<file path="config.mk">
export PLATFORM = sky130hd
export DESIGN_NAME = scan_sequencer
export DESIGN_NICKNAME = d
export VERILOG_FILES = /design/src/rtl/scan_pkg.sv /design/src/rtl/scan_cfg_decode.sv /design/src/rtl/scan_result_fifo.sv /design/src/rtl/scan_stepper.sv /design/src/rtl/scan_sequencer.sv
export SDC_FILE = /design/constraint.sdc
export NUM_CORES = 1
export LEC_CHECK = 0
export BUFFER_PORTS_ARGS = -buffer_cell sky130_fd_sc_hd__buf_2
export CAP_MARGIN = 20
export CORE_MARGIN = 1
export CORE_UTILIZATION = 53
export CTS_CLUSTER_SIZE = 10
export DETAILED_ROUTE_END_ITERATION = 10
export GPL_ROUTABILITY_DRIVEN = 0
export GPL_TIMING_DRIVEN = 0
export PLACE_DENSITY = 0.75
export SLEW_MARGIN = 10
export SYNTH_ARGS = -nofsm -noshare
export SYNTH_HDL_FRONTEND = slang
export SYNTH_HIERARCHICAL = 1
export SYNTH_SLANG_ARGS = --single-unit
</file>
<file path="constraint.sdc">
create_clock -name clk -period 2.3 [get_ports clk]
set_input_delay 0.46 -clock clk [delete_from_list [all_inputs] [get_ports clk]]
set_output_delay 0.46 -clock clk [all_outputs]
set_load 0.02 [all_outputs]
</file>
<file path="src/rtl/scan_pkg.sv">
package scan_pkg;
  localparam int NUM_CH = 4;
  localparam int IDX_W  = $clog2(NUM_CH);
  localparam int CFG_W  = 7;

  typedef enum logic [1:0] {
    SCAN_RANGE  = 2'b00,
    SCAN_REPEAT = 2'b01,
    SCAN_LOOP   = 2'b10,
    SCAN_ONE    = 2'b11
  } scan_mode_e;

  typedef struct packed {
    scan_mode_e       mode;
    logic             readback;
    logic [IDX_W-1:0] target;
    logic [IDX_W-1:0] last;
    logic             diff;
    logic             bipolar;
  } scan_plan_t;
endpackage

</file>
<file path="src/rtl/scan_cfg_decode.sv">
module scan_cfg_decode
  import scan_pkg::*;
(
  input  logic [CFG_W-1:0] cfg,
  input  logic             ref_excl,
  input  logic             bip_sel,
  output scan_plan_t       plan
);
  localparam logic [IDX_W-1:0] TOP_SE   = IDX_W'(NUM_CH - 1);
  localparam logic [IDX_W-1:0] TOP_PAIR = IDX_W'(NUM_CH / 2 - 1);

  logic             single;
  logic [IDX_W-1:0] lim;
  logic [IDX_W-1:0] top_idx;

  always_comb begin
    single  = cfg[0];
    lim     = cfg[IDX_W:1];
    top_idx = single ? TOP_SE : TOP_PAIR;
    plan.mode     = scan_mode_e'(cfg[6:5]);
    plan.readback = &cfg[4:3];
    plan.diff     = !single;
    plan.bipolar  = !single && bip_sel;
    plan.target   = single ? lim : (lim >> 1);
    if (ref_excl && plan.target == top_idx && plan.target != '0)
      plan.last = plan.target - IDX_W'(1);
    else
      plan.last = plan.target;
  end
endmodule

</file>
<file path="src/rtl/scan_result_fifo.sv">
module scan_result_fifo #(
  parameter int DATA_W = 12,
  parameter int DEPTH  = 8
) (
  input  logic              clk,
  input  logic              rst_n,
  input  logic              push,
  input  logic [DATA_W-1:0] push_data,
  output logic              has_room,
  output logic              out_valid,
  input  logic              out_ready,
  output logic [DATA_W-1:0] out_data
);
  localparam int PTR_W = (DEPTH > 1) ? $clog2(DEPTH) : 1;
  localparam int CNT_W = $clog2(DEPTH + 1);
  localparam logic [PTR_W-1:0] PTR_MAX = PTR_W'(DEPTH - 1);

  logic [DATA_W-1:0] mem [DEPTH];
  logic [PTR_W-1:0]  wr_ptr, rd_ptr;
  logic [CNT_W-1:0]  count;
  logic              pop;

  assign pop       = out_valid && out_ready;
  assign out_valid = (count != '0);
  assign has_room  = (count < CNT_W'(DEPTH));
  assign out_data  = mem[rd_ptr];

  always_ff @(posedge clk) begin
    if (push) mem[wr_ptr] <= push_data;
  end

  always_ff @(posedge clk or negedge rst_n) begin
    if (!rst_n) begin
      wr_ptr <= '0;
      rd_ptr <= '0;
      count  <= '0;
    end else begin
      if (push) wr_ptr <= (wr_ptr == PTR_MAX) ? '0 : wr_ptr + PTR_W'(1);
      if (pop)  rd_ptr <= (rd_ptr == PTR_MAX) ? '0 : rd_ptr + PTR_W'(1);
      case ({push, pop})
        2'b10:   count <= count + CNT_W'(1);
        2'b01:   count <= count - CNT_W'(1);
        default: count <= count;
      endcase
    end
  end
endmodule

</file>
<file path="src/rtl/scan_stepper.sv">
module scan_stepper
  import scan_pkg::*;
#(
  parameter int REPEATS = 8
) (
  input  logic             clk,
  input  logic             rst_n,
  input  logic             start,
  input  logic             stop_in,
  input  scan_plan_t       plan,
  input  logic             room,
  input  logic             conv_done,
  output logic             busy,
  output logic             conv_req,
  output logic             push,
  output logic [IDX_W-1:0] idx,
  output logic             diff,
  output logic             bipolar
);
  localparam int REP_W = (REPEATS > 1) ? $clog2(REPEATS) : 1;
  localparam logic [REP_W-1:0] REP_LAST = REP_W'(REPEATS - 1);

  typedef enum logic [1:0] {ST_IDLE, ST_ROOM, ST_REQ} st_e;

  st_e              state;
  scan_mode_e       mode_q;
  logic [IDX_W-1:0] last_q;
  logic [IDX_W-1:0] idx_q;
  logic [REP_W-1:0] rep_q;
  logic             diff_q, bip_q, stop_q;
  logic             accept, halt, at_end, seq_end;

  assign accept   = (state == ST_IDLE) && start && !plan.readback;
  assign halt     = (mode_q == SCAN_LOOP) && (stop_q || stop_in);
  assign busy     = (state != ST_IDLE);
  assign conv_req = (state == ST_REQ);
  assign push     = conv_req && conv_done;
  assign idx      = idx_q;
  assign diff     = diff_q;
  assign bipolar  = bip_q;

  always_comb begin
    at_end  = (idx_q == last_q);
    seq_end = 1'b0;
    case (mode_q)
      SCAN_RANGE:  seq_end = at_end;
      SCAN_REPEAT: seq_end = (rep_q == REP_LAST);
      SCAN_ONE:    seq_end = 1'b1;
      default:     seq_end = halt;
    endcase
  end

  always_ff @(posedge clk or negedge rst_n) begin
    if (!rst_n) begin
      state  <= ST_IDLE;
      mode_q <= SCAN_RANGE;
      last_q <= '0;
      idx_q  <= '0;
      rep_q  <= '0;
      diff_q <= 1'b0;
      bip_q  <= 1'b0;
      stop_q <= 1'b0;
    end else begin
      case (state)
        ST_IDLE: begin
          if (accept) begin
            mode_q <= plan.mode;
            last_q <= plan.last;
            diff_q <= plan.diff;
            bip_q  <= plan.bipolar;
            idx_q  <= (plan.mode == SCAN_RANGE || plan.mode == SCAN_LOOP) ? '0 : plan.target;
            rep_q  <= '0;
            stop_q <= 1'b0;
            state  <= ST_ROOM;
          end
        end
        ST_ROOM: begin
          if (halt)      state <= ST_IDLE;
          else if (room) state <= ST_REQ;
        end
        default: begin
          if (stop_in && mode_q == SCAN_LOOP) stop_q <= 1'b1;
          if (conv_done) begin
            if (seq_end) begin
              state <= ST_IDLE;
            end else begin
              state <= ST_ROOM;
              if (mode_q == SCAN_REPEAT) rep_q <= rep_q + REP_W'(1);
              else if (at_end)           idx_q <= '0;
              else                       idx_q <= idx_q + IDX_W'(1);
            end
          end
        end
      endcase
    end
  end
endmodule

</file>
<file path="src/rtl/scan_sequencer.sv">
module scan_sequencer
  import scan_pkg::*;
#(
  parameter int DATA_W     = 12,
  parameter int FIFO_DEPTH = 8,
  parameter int REPEATS    = 8
) (
  input  logic              clk,
  input  logic              rst_n,
  input  logic              cfg_wr,
  input  logic [7:0]        cfg_byte,
  input  logic              ref_excl,
  input  logic              bip_sel,
  input  logic              rd_req,
  output logic              busy,
  output logic              readback_sel,
  output logic              conv_req,
  output logic [1:0]        conv_chan,
  output logic              conv_diff,
  output logic              conv_bipolar,
  input  logic              conv_done,
  input  logic [DATA_W-1:0] conv_data,
  output logic              res_valid,
  input  logic              res_ready,
  output logic [DATA_W-1:0] res_data
);
  localparam logic [CFG_W-1:0] CFG_RESET = CFG_W'(1);

  logic [CFG_W-1:0] cfg_q;
  logic             cfg_take;
  scan_plan_t       plan;
  logic             room, push;
  logic [IDX_W-1:0] idx;

  assign cfg_take = cfg_wr && !cfg_byte[7];

  always_ff @(posedge clk or negedge rst_n) begin
    if (!rst_n)        cfg_q <= CFG_RESET;
    else if (cfg_take) cfg_q <= cfg_byte[CFG_W-1:0];
  end

  scan_cfg_decode u_dec (
    .cfg      (cfg_q),
    .ref_excl (ref_excl),
    .bip_sel  (bip_sel),
    .plan     (plan)
  );

  scan_stepper #(.REPEATS(REPEATS)) u_step (
    .clk       (clk),
    .rst_n     (rst_n),
    .start     (rd_req),
    .stop_in   (cfg_take),
    .plan      (plan),
    .room      (room),
    .conv_done (conv_done),
    .busy      (busy),
    .conv_req  (conv_req),
    .push      (push),
    .idx       (idx),
    .diff      (conv_diff),
    .bipolar   (conv_bipolar)
  );

  assign conv_chan    = conv_diff ? {idx[0], 1'b0} : idx;
  assign readback_sel = plan.readback;

  scan_result_fifo #(.DATA_W(DATA_W), .DEPTH(FIFO_DEPTH)) u_fifo (
    .clk       (clk),
    .rst_n     (rst_n),
    .push      (push),
    .push_data (conv_data),
    .has_room  (room),
    .out_valid (res_valid),
    .out_ready (res_ready),
    .out_data  (res_data)
  );
endmodule

</file>
# [Word-level counts from Yosys, hierarchy flattened]
# Memories as Yosys holds them, arrays and structs flattened.
# Cells that the tools add are included.
[classes] n_reduce_logical=32 n_eq_ne=17 mux=31 n_addsub=7 n_bitwise=1 order_cmp=1
[op_table] operator="2-bit 2-to-1 mux" n=14
[op_table] operator="3-bit 2-to-1 mux" n=6
[op_table] operator="2-bit nonzero test" n=6
[op_table] operator="2-bit == test (second input constant)" n=5
[op_table] operator="1-bit logical AND" n=10
[op_table] operator="5-bit AND reduction" n=2
[op_table] operator="3-bit by 1-bit adder with 3-bit output (second input constant)" n=3
[op_table] operator="3-bit == test (second input constant)" n=3
[op_table] operator="2-bit case mux with 2 select lines" n=2
[op_table] operator="4-bit case mux with 2 select lines" n=1
[op_table] operator="2-bit by 1-bit == test with 1-bit output (second input constant)" n=3
[op_table] operator="2-bit zero test" n=3
[op_table] operator="3-bit case mux with 2 select lines" n=1
[op_table] operator="3-bit AND reduction" n=2
[op_table] operator="1-bit 2-to-1 mux" n=5
[op_table] operator="4-bit by 1-bit adder with 4-bit output (second input constant)" n=1
[op_table] operator="2-bit == test" n=2
[op_table] operator="4-bit < comparator (second input constant)" n=1
[op_table] operator="2-bit by 1-bit inequality test with 1-bit output (second input constant)" n=2
[op_table] operator="2-bit AND reduction" n=2
[op_table] operator="4-bit nonzero test" n=1
[op_table] operator="4-bit by 1-bit subtractor with 4-bit output (second input constant)" n=1
[op_table] operator="1-bit zero test" n=3
[op_table] operator="3-bit by 2-bit inequality test with 1-bit output (second input constant)" n=1
[op_table] operator="other kinds (8)" n=9
[totals] reg_bits=31 ramBits=96 out_inout_bits=20 n_memories=1 word_cells=102 in_bits=28
[memory_table] name="u_fifo.mem" depth=8 word_bits=12 read_ports=1 rd_clocked_by_memory_dff=0 wr=1 line_no="scan_result_fifo.sv:18" text="logic [DATA_W-1:0] mem [DEPTH];"

# [Longest topological paths before layout]
# Gate-level depths: netlist (run 1).
[logic_depth] word_depth=8 depth_mapped=10

# [Cells and area by module]
# The synthesis (run 1) kept the hierarchy.
[modules_own_cells] module="scan_result_fifo" seq_area_each_um2=3133.0 area_per_inst_um2=4302.9 cells_each=199 n_inst=1
[modules_own_cells] module="scan_stepper" seq_area_each_um2=350.3 area_per_inst_um2=754.5 cells_each=75 n_inst=1
[modules_own_cells] module="scan_sequencer" seq_area_each_um2=176.4 area_per_inst_um2=324.1 cells_each=18 n_inst=1
[modules_own_cells] module="scan_cfg_decode" seq_area_each_um2=0.0 area_per_inst_um2=80.1 cells_each=11 n_inst=1

# [Least setup slack after synthesis (run 1)]
# Ideal clock, no wire load.
[synth_path] path_kind="reg2reg" from="register u_fifo.count[1]" to="register u_fifo.count[2]" t_required_ns=2.174 setup_slack_ns=-0.101 setup_time_ns=0.126 period_less_slack_ns=2.401 arrival_time_ns=2.275 path_buffers=0 path_stages_with_launch=11 cell_sequence="dfrtp_1 -> or4_4 -> nand2_1 -> inv_1 -> ha_1 -> xor2_1 -> ha_1 -> a21oi_1 -> xor2_1 -> nor2_1 -> xor2_1"
[synth_via] elab_chain_len=4 word_cells_on_any_way=8 classes_between="2 x add/sub; 2 x eq/ne; 1 x mux; 3 x reduce/logical"
[synth_lines] item="from (decl)" line_no="scan_result_fifo.sv:20" text="logic [CNT_W-1:0] count;"
[synth_lines] item="from (signal assigned)" line_no="scan_result_fifo.sv:41" text="2'b10: count <= count + CNT_W'(1);"
[synth_lines] item="from (signal assigned)" line_no="scan_result_fifo.sv:42" text="2'b01: count <= count - CNT_W'(1);"
[synth_lines] item="from (signal assigned)" line_no="scan_result_fifo.sv:43" text="default: count <= count;"
[synth_lines] item="4-bit nonzero test (*)" line_no="scan_result_fifo.sv:24" text="assign out_valid = (count != '0);"
[synth_lines] item="named net res_valid" line_no="scan_sequencer.sv:23" text="output logic res_valid,"
[synth_lines] item="1-bit logical AND (*)" line_no="scan_result_fifo.sv:23" text="assign pop = out_valid && out_ready;"
[synth_lines] item="2-bit by 1-bit == test with 1-bit output or 2-bit == test (tied branches)" line_no="scan_result_fifo.sv:40" text="case ({push, pop})"
[synth_lines] item="4-bit case mux with 2 select lines or 2-bit nonzero test (tied branches)"
# Mark *: on every way through the listed nets, which the timed path passes. The rest lies on a longest branch.
# A chain may end at the register's enable or synchronous reset.

# [Worst setup path after layout (run 1)]
[layout_path] from="register u_fifo.rd_ptr[0]" to="output port res_data[6]"
[layout_via] elab_chain_len=1
[layout_lines] item="from (decl)" line_no="scan_result_fifo.sv:19" text="logic [PTR_W-1:0] wr_ptr, rd_ptr;"
[layout_lines] item="from (signal assigned)" line_no="scan_result_fifo.sv:39" text="if (pop) rd_ptr <= (rd_ptr == PTR_MAX) ? '0 : rd_ptr + PTR_W'(1);"
[layout_lines] item="memory read 8 x 12 bit"
[layout_lines] item="to (decl)" line_no="scan_sequencer.sv:25" text="output logic [DATA_W-1:0] res_data"
# Every way passes these cells.

==> results of run 1 <==
worst max-delay path: cells and delay by family (launching register included):
family,cells,cell delay [ns]
buf+inv,4,0.53
mux,2,0.82
flops,1,0.39
logic make-up (layout without fill, tap and decap cells):
| group | count (synthesis) | after routing | share of synthesized area |
|---|---|---|---|
| flops | 127 | 127 | 0.670 |
| xor+xnor | 7 | 7 | 0.0112 |
| buf+inv | 23 | 118 | 0.0238 |
| mux | 56 | 56 | 0.184 |
| simple gates | 51 | 51 | 0.0497 |
| fa+ha+maj | 9 | 9 | 0.0206 |
| compound gates | 30 | 30 | 0.0401 |
cell usage after synthesis (5+ instances only):
| cell | instances | area share |
|---|---|---|
| nor3_1 | 5 | 0.0046 |
| nand2_1 | 12 | 0.0082 |
| dfrtp_1 | 30 | 0.14 |
| o21ai_0 | 6 | 0.0055 |
| mux4_1 | 22 | 0.11 |
| mux2_2 | 23 | 0.047 |
| edfxtp_1 | 96 | 0.53 |
| a21oi_1 | 6 | 0.0055 |
| ha_1 | 9 | 0.021 |
| inv_1 | 11 | 0.0076 |
| mux2_4 | 7 | 0.019 |
| nor2_1 | 15 | 0.010 |
where the power goes:
| part | internal [W] | switching (W) | total (W) | leakage [nW] |
|---|---|---|---|---|
| Combinational | 0.00176 | 0.00152 | 0.00328 | 1.05 |
| Clock | 0.00146 | 0.00105 | 0.00252 | 0.271 |
| Sequential | 0.00276 | 0.000267 | 0.00303 | 1.24 |
| Total | 0.00599 | 0.00284 | 0.00882 | 2.56 |
metrics by stage:
| step | instances | TNS (ns) | setup WS (ns) | power (W) | util |
|---|---|---|---|---|---|
| 2_1_floorplan | 303 | 0 | 0.0467 | 0.00486 | - |
| 3_3_place_gp | 483 | -50.98 | -1.00 | 0.00546 | 0.595 |
| 3_5_place_dp | 485 | -4.41 | -0.136 | 0.00557 | 0.600 |
| 4_1_cts | 530 | -4.21 | -0.369 | 0.00888 | 0.683 |
| 5_1_grt | 531 | -4.59 | -0.456 | 0.00922 | 0.681 |
| 6_report | 531 | -3.91 | -0.406 | 0.00882 | 0.681 |
layout by cell type, fill, tap and decap left out, types with 5 or more instances in the layout:
cell type / count
a21oi_1: 5
buf_2: 36
buf_4: 14
buf_6: 18
clkbuf_16: 16
dfrtp_1: 29
edfxtp_1: 96
ha_1: 7
inv_1: 11
inv_6: 8
mux2_2: 13
mux2_4: 17
mux4_2: 21
nand2_1: 11
nor2_1: 7
nor2_2: 8
o21ai_0: 6
what timing repair did:
action                                  4_1_cts  5_1_grt
pin swaps                                     1        3
gates cloned                                  2        0
setup buffers                                10        5
hold endpoints to repair                     25        0
endpoints found under the setup margin       13      102
resized for setup                            63       14
hold buffers                                  1        0
final timing paths:
check	from	to	slack [ns]
worst min-delay path	cfg_byte[0]	cfg_q[0]	0.17
min in group asynchronous	rst_n	u_step/bipolar	0.53
max in group asynchronous	rst_n	u_fifo/count[1]	1.29
worst min register to register	u_step/bipolar	u_step/bipolar	0.50
worst max-delay path	u_fifo/rd_ptr[0]	res_data[6]	-0.41
worst max register to register	u_fifo/count[1]	u_fifo/count[2]	0.09
flip-flops by register name (all words and copies together) (netlist names):
| name | cells |
|---|---|
| u_step/bipolar | 1 |
| u_step/rep_q | 3 |
| cfg_q | 7 |
| u_step/diff | 1 |
| u_fifo/count | 4 |
| u_fifo/rd_ptr | 3 |
| u_step/state | 2 |
| u_fifo/wr_ptr | 3 |
| u_step/stop_q | 1 |
| u_step/idx | 2 |
| u_step/mode_q | 2 |
| u_step/last_q | 2 |
| u_fifo/mem | 96 |
layout make-up:
| cell class | instances | share of cell area |
|---|---|---|
| clock buffers | 17 | 0.0617 |
| inverters | 11 | 0.00615 |
| well taps | 133 | 0.0248 |
| flip-flops and latches | 127 | 0.545 |
| plain buffers | 12 | 0.0186 |
| multi-input cells | 153 | 0.252 |
| repair buffers | 63 | 0.0693 |
| clock inverters | 15 | 0.0220 |
layer usage:
metal  track usage  vias up  wire length (um)
li1              -     1367                 -
met1         0.277     1511              4420
met2         0.372      119              5690
met3        0.0560       10               632
met4        0.0683        0               103
met5             0        -                 0
==> reports/qor.csv, run 1 <==
stage,metric,value,unit
status,status,finished with violations,
status,violated checks,setup timing,
clock_tree,Clock Sinks,127,
timing,Final min period,2.71,ns
route,Via density,5.66,
timing,clock skew,0.00724,ns
place,DP HPWL,6200,um
floorplanning,Core Footprint,0.00986,mm^2
floorplanning,die area,0.0107,mm^2
clock_tree,Root Driver,clkbuf_8,
route,drt wl/cell,20.4,um
synthesis,syn nets,340,
global_routing,largest net degree at the start of global routing,32,
finish,Antenna Cells,0,
global_routing,initial antenna violation count,0,
timing,Worst Slack Setup Final,-0.406,ns
finish,area occupied by registers,0.00366,mm^2
worst_hold_path,hold path depth,2,
synthesis,synthesized cell area,0.00546,mm^2
critical_path,CP peak stage delay,0.51,ns
floorplanning,num ports,48,
place,dpl cell area,0.00592,mm^2
synthesis,Post-synth EDFFs,96,
pwr,worst vdd ir,0.000688,V
synthesis,sequential element share of the synthesized area,0.670,
worst_hold_path,Tightest Hold Check Type,primary input to flip-flop,
global_routing,GRT Total Usage,0.219,
finish,multi-input logic area,0.00169,mm^2
finish,FILL cells,630,
route,antenna-violating nets left,0,
synthesis,Yosys reg bits,127,
clock_tree,Clock Latency Late Sink,0.52,ns
timing,Slew headroom,0.417,
synthesis,Ys Warns,6,
synthesis,"Top FF cell, synth",edfxtp_1,
critical_path,Setup crit end kind,output port,
floorplanning,row count,36,
floorplanning,Die W,104,um
critical_path,cells on worst reg2reg path,10,
floorplanning,die height,104,um
finish,share of layout cells above drive strength 1,0.442,
route,DR iter-0 viols,198,
clock_tree,Clock Path Buffers,2,
timing,Slew Limit Fails,0,
place,port bufs,47,
timing,Worst-Margin Slew,0.874,ns
flow_run,Max-Cap Viols,0,
route,DRC,0,
clock_tree,CTS tree,built,
synthesis,Synth Area per Inst,18.0,um^2
global_routing,vias in the first global route,3215,
route,Routed WL,10800,um
finish,post-route cell area,0.00672,mm^2
synthesis,Async SR Flop Fraction,0.244,
critical_path,WS Path Type,flip-flop to output port,
synthesis,Cell variety after synth,45,
pwr,leakage,2.56,nW
clock_tree,"Clk pin slew, worst setup/hold paths",0.06,ns
critical_path,crit-path max FO,5,
route,drt pass-1 iters,5,
clock_tree,CTS Buf Count,17,
timing,final hold vios,0,
timing,Final setup viols,12,
global_routing,global-route wire length before repair,17100,um
finish,nets@finish,422,
clock_tree,H-Tree Depth,4,
timing,RSZ-0062 raised after global routing,true,
finish,Area Overhead vs Synth,23.0,%
critical_path,startpoint types,flip-flop,
floorplanning,Starting Density,0.554,
global_routing,gr ovfl total,0,
pwr,Power Dens Cells,1310,mW/mm^2
critical_path,"Arr. time, crit path",2.25,ns
timing,Hold Slack,0.174,ns
synthesis,Cells after Synth,303,
critical_path,Crit path required time,1.84,ns
critical_path,crit-path cells,"buf_6, buf_12, buf_12, mux4_2, mux2_4, buf_6",
critical_path,slowest CP cell,mux4_2,
timing,f_max,370,MHz
timing,final worst-path cycle share,1.18,
route,via total after detailed routing,3007,
Note: power is estimated with default switching activity, not from simulation.
==> inputs of run 2 (changes only) <==
--- a/config.mk
+++ b/config.mk
@@ -7,13 +7,15 @@
 export LEC_CHECK = 0
 export BUFFER_PORTS_ARGS = -buffer_cell sky130_fd_sc_hd__buf_2
 export CAP_MARGIN = 20
+export CELL_PAD_IN_SITES_DETAIL_PLACEMENT = 0
+export CELL_PAD_IN_SITES_GLOBAL_PLACEMENT = 2
 export CORE_MARGIN = 1
-export CORE_UTILIZATION = 53
+export CORE_UTILIZATION = 48
 export CTS_CLUSTER_SIZE = 10
 export DETAILED_ROUTE_END_ITERATION = 10
 export GPL_ROUTABILITY_DRIVEN = 0
 export GPL_TIMING_DRIVEN = 0
-export PLACE_DENSITY = 0.75
+export PLACE_DENSITY_LB_ADDON = 0.1
 export SLEW_MARGIN = 10
 export SYNTH_ARGS = -nofsm -noshare
 export SYNTH_HDL_FRONTEND = slang
==> constraint.sdc (replaced) <==
create_clock -name clk -period 3.5 [get_ports clk]
set_input_delay 0.7 -clock clk [delete_from_list [all_inputs] [get_ports clk]]
set_output_delay 0.7 -clock clk [all_outputs]
set_load 0.02 [all_outputs]
==> run 2 against run 1 <==
The run now ends clean. Sequential power decreased by 34%. Non-clock buffer count decreased by 10. Routed wire length decreased by 9.0%. Critical path depth decreased by 1. Combinational power decreased by 51%. Highest routed layer unchanged. Clock skew increased by 0.0053 ns. Via count decreased by 3.5%. Utilization decreased by 8.5 points.
==> reports/qor.csv, run 2 (synthesis gave the netlist of run 1 again) <==
stage,metric,value,unit
status,status,completed,
worst_hold_path,Tightest Hold Check Type,primary input to asynchronous set/reset pin,
global_routing,largest net degree at the start of global routing,32,
critical_path,WS Path Type,flip-flop to output port,
pwr,Power Dens Cells,815,mW/mm^2
route,DR iter-0 viols,202,
timing,final worst-path cycle share,0.882,
clock_tree,"Clk pin slew, worst setup/hold paths",0.06,ns
floorplanning,row count,38,
place,dpl cell area,0.00595,mm^2
place,port bufs,47,
finish,max reg flops,96,
timing,setup TNS,0,ns
finish,Antenna Cells,0,
timing,Worst-Margin Slew,0.872,ns
timing,Slew headroom,0.418,
global_routing,global-route wire length before repair,15800,um
finish,Area Overhead vs Synth,19.8,%
route,Via density,5.50,
finish,final core occ,0.596,
route,antenna-violating nets left,0,
clock_tree,CTS Buf Count,17,
finish,Largest regs,"u_fifo/mem: 96 flops, cfg_q: 7 flops, u_fifo/count: 4 flops",
finish,Top reg by flops,u_fifo/mem,
timing,final hold vios,0,
global_routing,vias in the first global route,2996,
floorplanning,Starting Density,0.497,
pwr,total power draw,0.00533,W
timing,Hold Slack,0.352,ns
floorplanning,Die W,109,um
critical_path,Worst Path Buf+Inv,3,
clock_tree,Clock Path Buffers,2,
clock_tree,Clock Sinks,127,
critical_path,Most Frequent Cell on Critical Path,buf_2,
floorplanning,die area,0.0118,mm^2
timing,Slew Limit Fails,0,
flow_run,Max-Cap Viols,0,
critical_path,Crit path required time,2.80,ns
clock_tree,H-Tree Depth,4,
critical_path,Top delay family on crit path,buffers and inverters,
timing,Final setup viols,0,
route,via total after detailed routing,2903,
floorplanning,die height,109,um
floorplanning,num ports,48,
critical_path,slowest CP cell,clkbuf_1,
route,drt pass-1 iters,4,
clock_tree,Clock Latency Late Sink,0.41,ns
route,drt wl/cell,18.7,um
finish,post-route cell area,0.00654,mm^2
clock_tree,CTS tree,built,
critical_path,startpoint types,flip-flop,
critical_path,"Arr. time, crit path",2.39,ns
global_routing,initial antenna violation count,0,
critical_path,CP peak stage delay,0.57,ns
critical_path,Setup crit end kind,output port,
timing,RSZ-0062 raised after global routing,false,
clock_tree,CTS Hold Buffers Added,0,
clock_tree,Root Driver,clkbuf_16,
pwr,leakage,2.51,nW
finish,most frequent cells in the layout,"edfxtp_1, buf_2, dfrtp_1, mux2_2, mux4_1",
clock_tree,postcts setup bufs,0,
pwr,worst vdd ir,0.000478,V
global_routing,gr ovfl total,0,
floorplanning,Core Footprint,0.0110,mm^2
timing,clock skew,0.0126,ns
clock_tree,CTS resizes,0,
finish,nets@finish,412,
place,DP HPWL,6590,um
critical_path,crit-path max FO,10,
route,DRC,0,
finish,share of layout cells above drive strength 1,0.345,
route,Routed WL,9880,um
critical_path,crit-path cells,"buf_2, clkbuf_1, mux4_1, mux2_2, buf_2",
finish,"most common cell after layout, fill and taps aside",edfxtp_1,
global_routing,GRT Total Usage,0.191,
timing,Final min period,3.09,ns
timing,f_max,324,MHz
-- run 2: cell types whose count changed in the layout (fill, tap and decap cells not counted), sizes merged --
| cell | before | now |
|---|---|---|
| bufinv | 1 | 3 |
| inv | 20 | 11 |
| buf | 72 | 62 |
| clkbuf | 19 | 20 |
| clkinvlp | 2 | 3 |
| clkinv | 3 | 9 |
| dlygate4sd3 | 1 | 0 |
-- run 2: final timing paths --
| check | start | slack (ns) | endpoint | cells past startpoint |
|---|---|---|---|---|
| min in group clk | cfg_q[3] | 0.51 | cfg_q[3] | 1 |
| setup reg to reg | u_fifo/count[1] | 0.95 | u_fifo/count[2] | 10 |
| hold reg to reg | cfg_q[3] | 0.51 | cfg_q[3] | 1 |
| hold / removal | rst_n | 0.35 | u_fifo/count[2] | 1 |
| max in group asynchronous | rst_n | 2.65 | u_step/mode_q[1] | 1 |
| setup / recovery | u_fifo/rd_ptr[1] | 0.41 | res_data[5] | 5 |
-- run 2: routing by layer --
layer  share of wire  vias to the layer above  track usage
met3           0.040                        6       0.0484
li1                -                     1356            -
met4          0.0088                        0       0.0753
met5               0                        -            0
met2            0.52                       54        0.328
met1            0.43                     1487        0.231
-- run 2: where the power goes --
part	switching, W	internal [W]
clock	0.000623	0.00111
combinational	0.000826	0.000782
sequential	0.000177	0.00181
total	0.00163	0.00371
-- run 2: stage by stage --
step | cells | worst slack (ns)
floorplan | 303 | 1.04
global placement | 490 | -0.168
detailed placement | 496 | 0.688
CTS | 528 | 0.369
global route | 528 | 0.306
finish | 528 | 0.412
-- run 2: final cells by class --
type / count / area [um^2]
Clock buffer: 17 / 425
Inverter: 11 / 41.3
Sequential cell: 127 / 3660
Timing Repair Buffer: 53 / 295
Buffer: 12 / 88.8
Clock inverter: 15 / 171
Fill cell: 855 / 4440
Tap cell: 140 / 175
Multi-Input combinational cell: 153 / 1690
==> inputs of run 3 (changes only) <==
--- a/config.mk
+++ b/config.mk
@@ -5,12 +5,13 @@
 export SDC_FILE = /design/constraint.sdc
 export NUM_CORES = 1
 export LEC_CHECK = 0
+export ABC_AREA = 1
 export BUFFER_PORTS_ARGS = -buffer_cell sky130_fd_sc_hd__buf_2
 export CAP_MARGIN = 20
 export CELL_PAD_IN_SITES_DETAIL_PLACEMENT = 0
 export CELL_PAD_IN_SITES_GLOBAL_PLACEMENT = 2
 export CORE_MARGIN = 1
-export CORE_UTILIZATION = 48
+export CORE_UTILIZATION = 42
 export CTS_CLUSTER_SIZE = 10
 export DETAILED_ROUTE_END_ITERATION = 10
 export GPL_ROUTABILITY_DRIVEN = 0
==> run 3 against run 2 <==
Maximum frequency rose by 11%. Critical path type unchanged. Die area rose by 19%. Largest power group is now combinational cells. Sequential share of layout area fell by 2.0 points.
==> reports/qor.csv, run 3 <==
stage,metric,value,unit
status,status,completed,
critical_path,slowest CP cell,buf_1,
floorplanning,Starting Density,0.431,
critical_path,Top delay family on crit path,buffers and inverters,
global_routing,largest net degree at the start of global routing,32,
timing,Final min period,2.79,ns
floorplanning,Die W,119,um
critical_path,CP peak stage delay,0.60,ns
global_routing,initial antenna violation count,0,
route,Via density,4.88,
finish,multi-input logic area,0.00177,mm^2
synthesis,Yosys reg bits,127,
clock_tree,CTS Hold Buffers Added,0,
critical_path,startpoint of the worst register-to-register path,u_step/state[1],
route,DR iter-0 viols,337,
finish,area occupied by registers,0.00366,mm^2
synthesis,sequential element share of the synthesized area,0.639,
synthesis,Cell variety after synth,36,
timing,final hold vios,0,
critical_path,crit-path max FO,10,
floorplanning,row count,42,
pwr,Power Dens Cells,887,mW/mm^2
finish,Top reg by flops,u_fifo/mem,
finish,max reg flops,96,
synthesis,synthesized cell area,0.00573,mm^2
timing,Slew Limit Fails,0,
global_routing,vias in the first global route,4051,
route,Routed WL,13300,um
global_routing,GRT Total Usage,0.211,
critical_path,Crit Reg-Reg Endpoint,u_fifo/mem[0][0],
synthesis,Post-synth EDFFs,96,
place,DP HPWL,8440,um
finish,"most common cell after layout, fill and taps aside",nand2_1,
synthesis,"count leader, synth",nand2_1,
clock_tree,"Clk pin slew, worst setup/hold paths",0.05,ns
clock_tree,H-Tree Depth,4,
flow_run,Max-Cap Viols,0,
clock_tree,CTS tree,built,
critical_path,Crit path required time,2.80,ns
critical_path,WS Path Type,flip-flop to output port,
floorplanning,die height,119,um
synthesis,post-synth top area cell,edfxtp_1,
clock_tree,CTS resizes,0,
global_routing,global-route wire length before repair,21500,um
timing,final worst-path cycle share,0.798,
clock_tree,Clock Latency Late Sink,0.42,ns
critical_path,cells on worst reg2reg path,5,
route,via total after detailed routing,3953,
route,drt pass-1 iters,4,
timing,f_max,358,MHz
finish,Area Overhead vs Synth,18.5,%
worst_hold_path,Tightest Hold Check Type,primary input to asynchronous set/reset pin,
route,antenna-violating nets left,0,
finish,FILL cells,1225,
pwr,leakage,2.83,nW
finish,share of layout cells above drive strength 1,0.216,
timing,Final setup viols,0,
finish,most frequent cells in the layout,"nand2_1, edfxtp_1, nor2_1, buf_2, o21ai_0",
synthesis,syn nets,590,
synthesis,Cells after Synth,553,
critical_path,startpoint types,flip-flop,
critical_path,Worst Path Buf+Inv,2,
clock_tree,CTS Buf Count,17,
critical_path,Setup crit end kind,output port,
critical_path,"Arr. time, crit path",2.09,ns
timing,setup TNS,0,ns
place,port bufs,46,
global_routing,gr ovfl total,0,
pwr,worst vdd ir,0.000358,V
floorplanning,die area,0.0141,mm^2
synthesis,Synth Area per Inst,10.4,um^2
floorplanning,num ports,48,
place,total instance count after detailed placement,777,
timing,Hold Slack,0.346,ns
timing,Slew headroom,0.418,
synthesis,top post-synthesis cells by count,"nand2_1, edfxtp_1, nor2_1",
synthesis,Async SR Flop Fraction,0.244,
synthesis,post-synth top area share,0.503,
timing,Worst-Margin Slew,0.872,ns
clock_tree,Root Driver,clkbuf_16,
floorplanning,Core Footprint,0.0133,mm^2
clock_tree,Clock Sinks,127,
finish,fin cells,810,
route,DRC,0,
finish,nets@finish,657,
timing,clock skew,0.00745,ns
timing,RSZ-0062 raised after global routing,false,
finish,final core occ,0.510,
critical_path,flop-to-flop setup slack,0.87,ns
finish,Largest regs,"u_fifo/mem: 96 flops, cfg_q: 7 flops, u_fifo/count: 4 flops",
critical_path,crit-path cells,"buf_1, o21ai_1, o21ai_1, nand2_1, nand2_1, buf_2",
route,drt wl/cell,16.5,um
clock_tree,Clock Path Buffers,2,
synthesis,Ys Warns,6,
clock_tree,postcts setup bufs,0,
synthesis,synth top area cells,"edfxtp_1, dfrtp_1, nand2_1",
synthesis,"Top FF cell, synth",edfxtp_1,
-- run 3: cell types whose count changed in the layout (fill, tap and decap cells not counted), sizes merged, moves of 5 or more --
| cell | previous run | this run |
|---|---|---|
| nand3 | 1 | 16 |
| nand4 | 0 | 5 |
| nand2 | 12 | 132 |
| clkbuf | 20 | 28 |
| mux2 | 30 | 0 |
| nor2 | 15 | 105 |
| mux4 | 24 | 0 |
| inv | 11 | 41 |
| nor2b | 5 | 0 |
| o21ai | 6 | 85 |
-- run 3: worst max-delay path by stage --
stage | from | end | slack (ns) | depth (start not counted)
after floorplan | conv_done | u_fifo/mem[0][0] | 1.10 | 5
after global placement | conv_done | u_fifo/mem[2][3] | 0.1 | 6
after detailed placement | conv_done | u_fifo/mem[6][8] | 0.45 | 7
after CTS | u_fifo/rd_ptr[0] | res_data[5] | 0.68 | 7
after global routing | u_fifo/rd_ptr[1] | res_data[6] | 0.53 | 6
final | u_fifo/rd_ptr[1] | res_data[5] | 0.71 | 6
-- run 3: cell type report --
cell class	count	share of cell area
timing repair buffer	48	0.0367
tap	176	0.0324
antenna	1	0.000369
buffer	22	0.0229
clock inverter	8	0.0131
inverter	41	0.0242
clock buffer	24	0.0710
multi-input combinational	363	0.260
sequential	127	0.539
-- run 3: routing by layer --
layer / global-route usage / part of all wire / routed length [um] / vias to the layer above
met2: 0.357 / 0.50 / 6680 / 80
met5: 0 / 0 / 0 / -
li1: - / - / - / 1986
met4: 0.0831 / 0.017 / 231 / 0
met1: 0.257 / 0.44 / 5880 / 1868
met3: 0.0521 / 0.040 / 538 / 19
-- run 3: where the power goes --
| part | internal [W] | total (W) | switching (W) | leakage, nW |
|---|---|---|---|---|
| logic | 0.000766 | 0.00234 | 0.00158 | 1.30 |
| registers | 0.00183 | 0.00199 | 0.000154 | 1.25 |
| clock network | 0.00109 | 0.00169 | 0.000595 | 0.285 |
-- run 3: stage by stage --
stage | power (W) | instance area [um^2] | setup WS, ns
global placement | 0.00432 | 6180 | 0.0967
detailed placement | 0.00437 | 6210 | 0.454
CTS | 0.00608 | 6780 | 0.684
floorplan | 0.00363 | 5730 | 1.10
finish | 0.00602 | 6790 | 0.706
global route | 0.00645 | 6780 | 0.530
-- run 3: logic make-up after synthesis --
group | count (synthesis) | share of synthesized area
simple gates | 261 | 0.201
flops | 127 | 0.639
compound gates | 90 | 0.0804
buf+inv | 63 | 0.0557
fa+ha+maj | 9 | 0.0197
xor+xnor | 3 | 0.00459
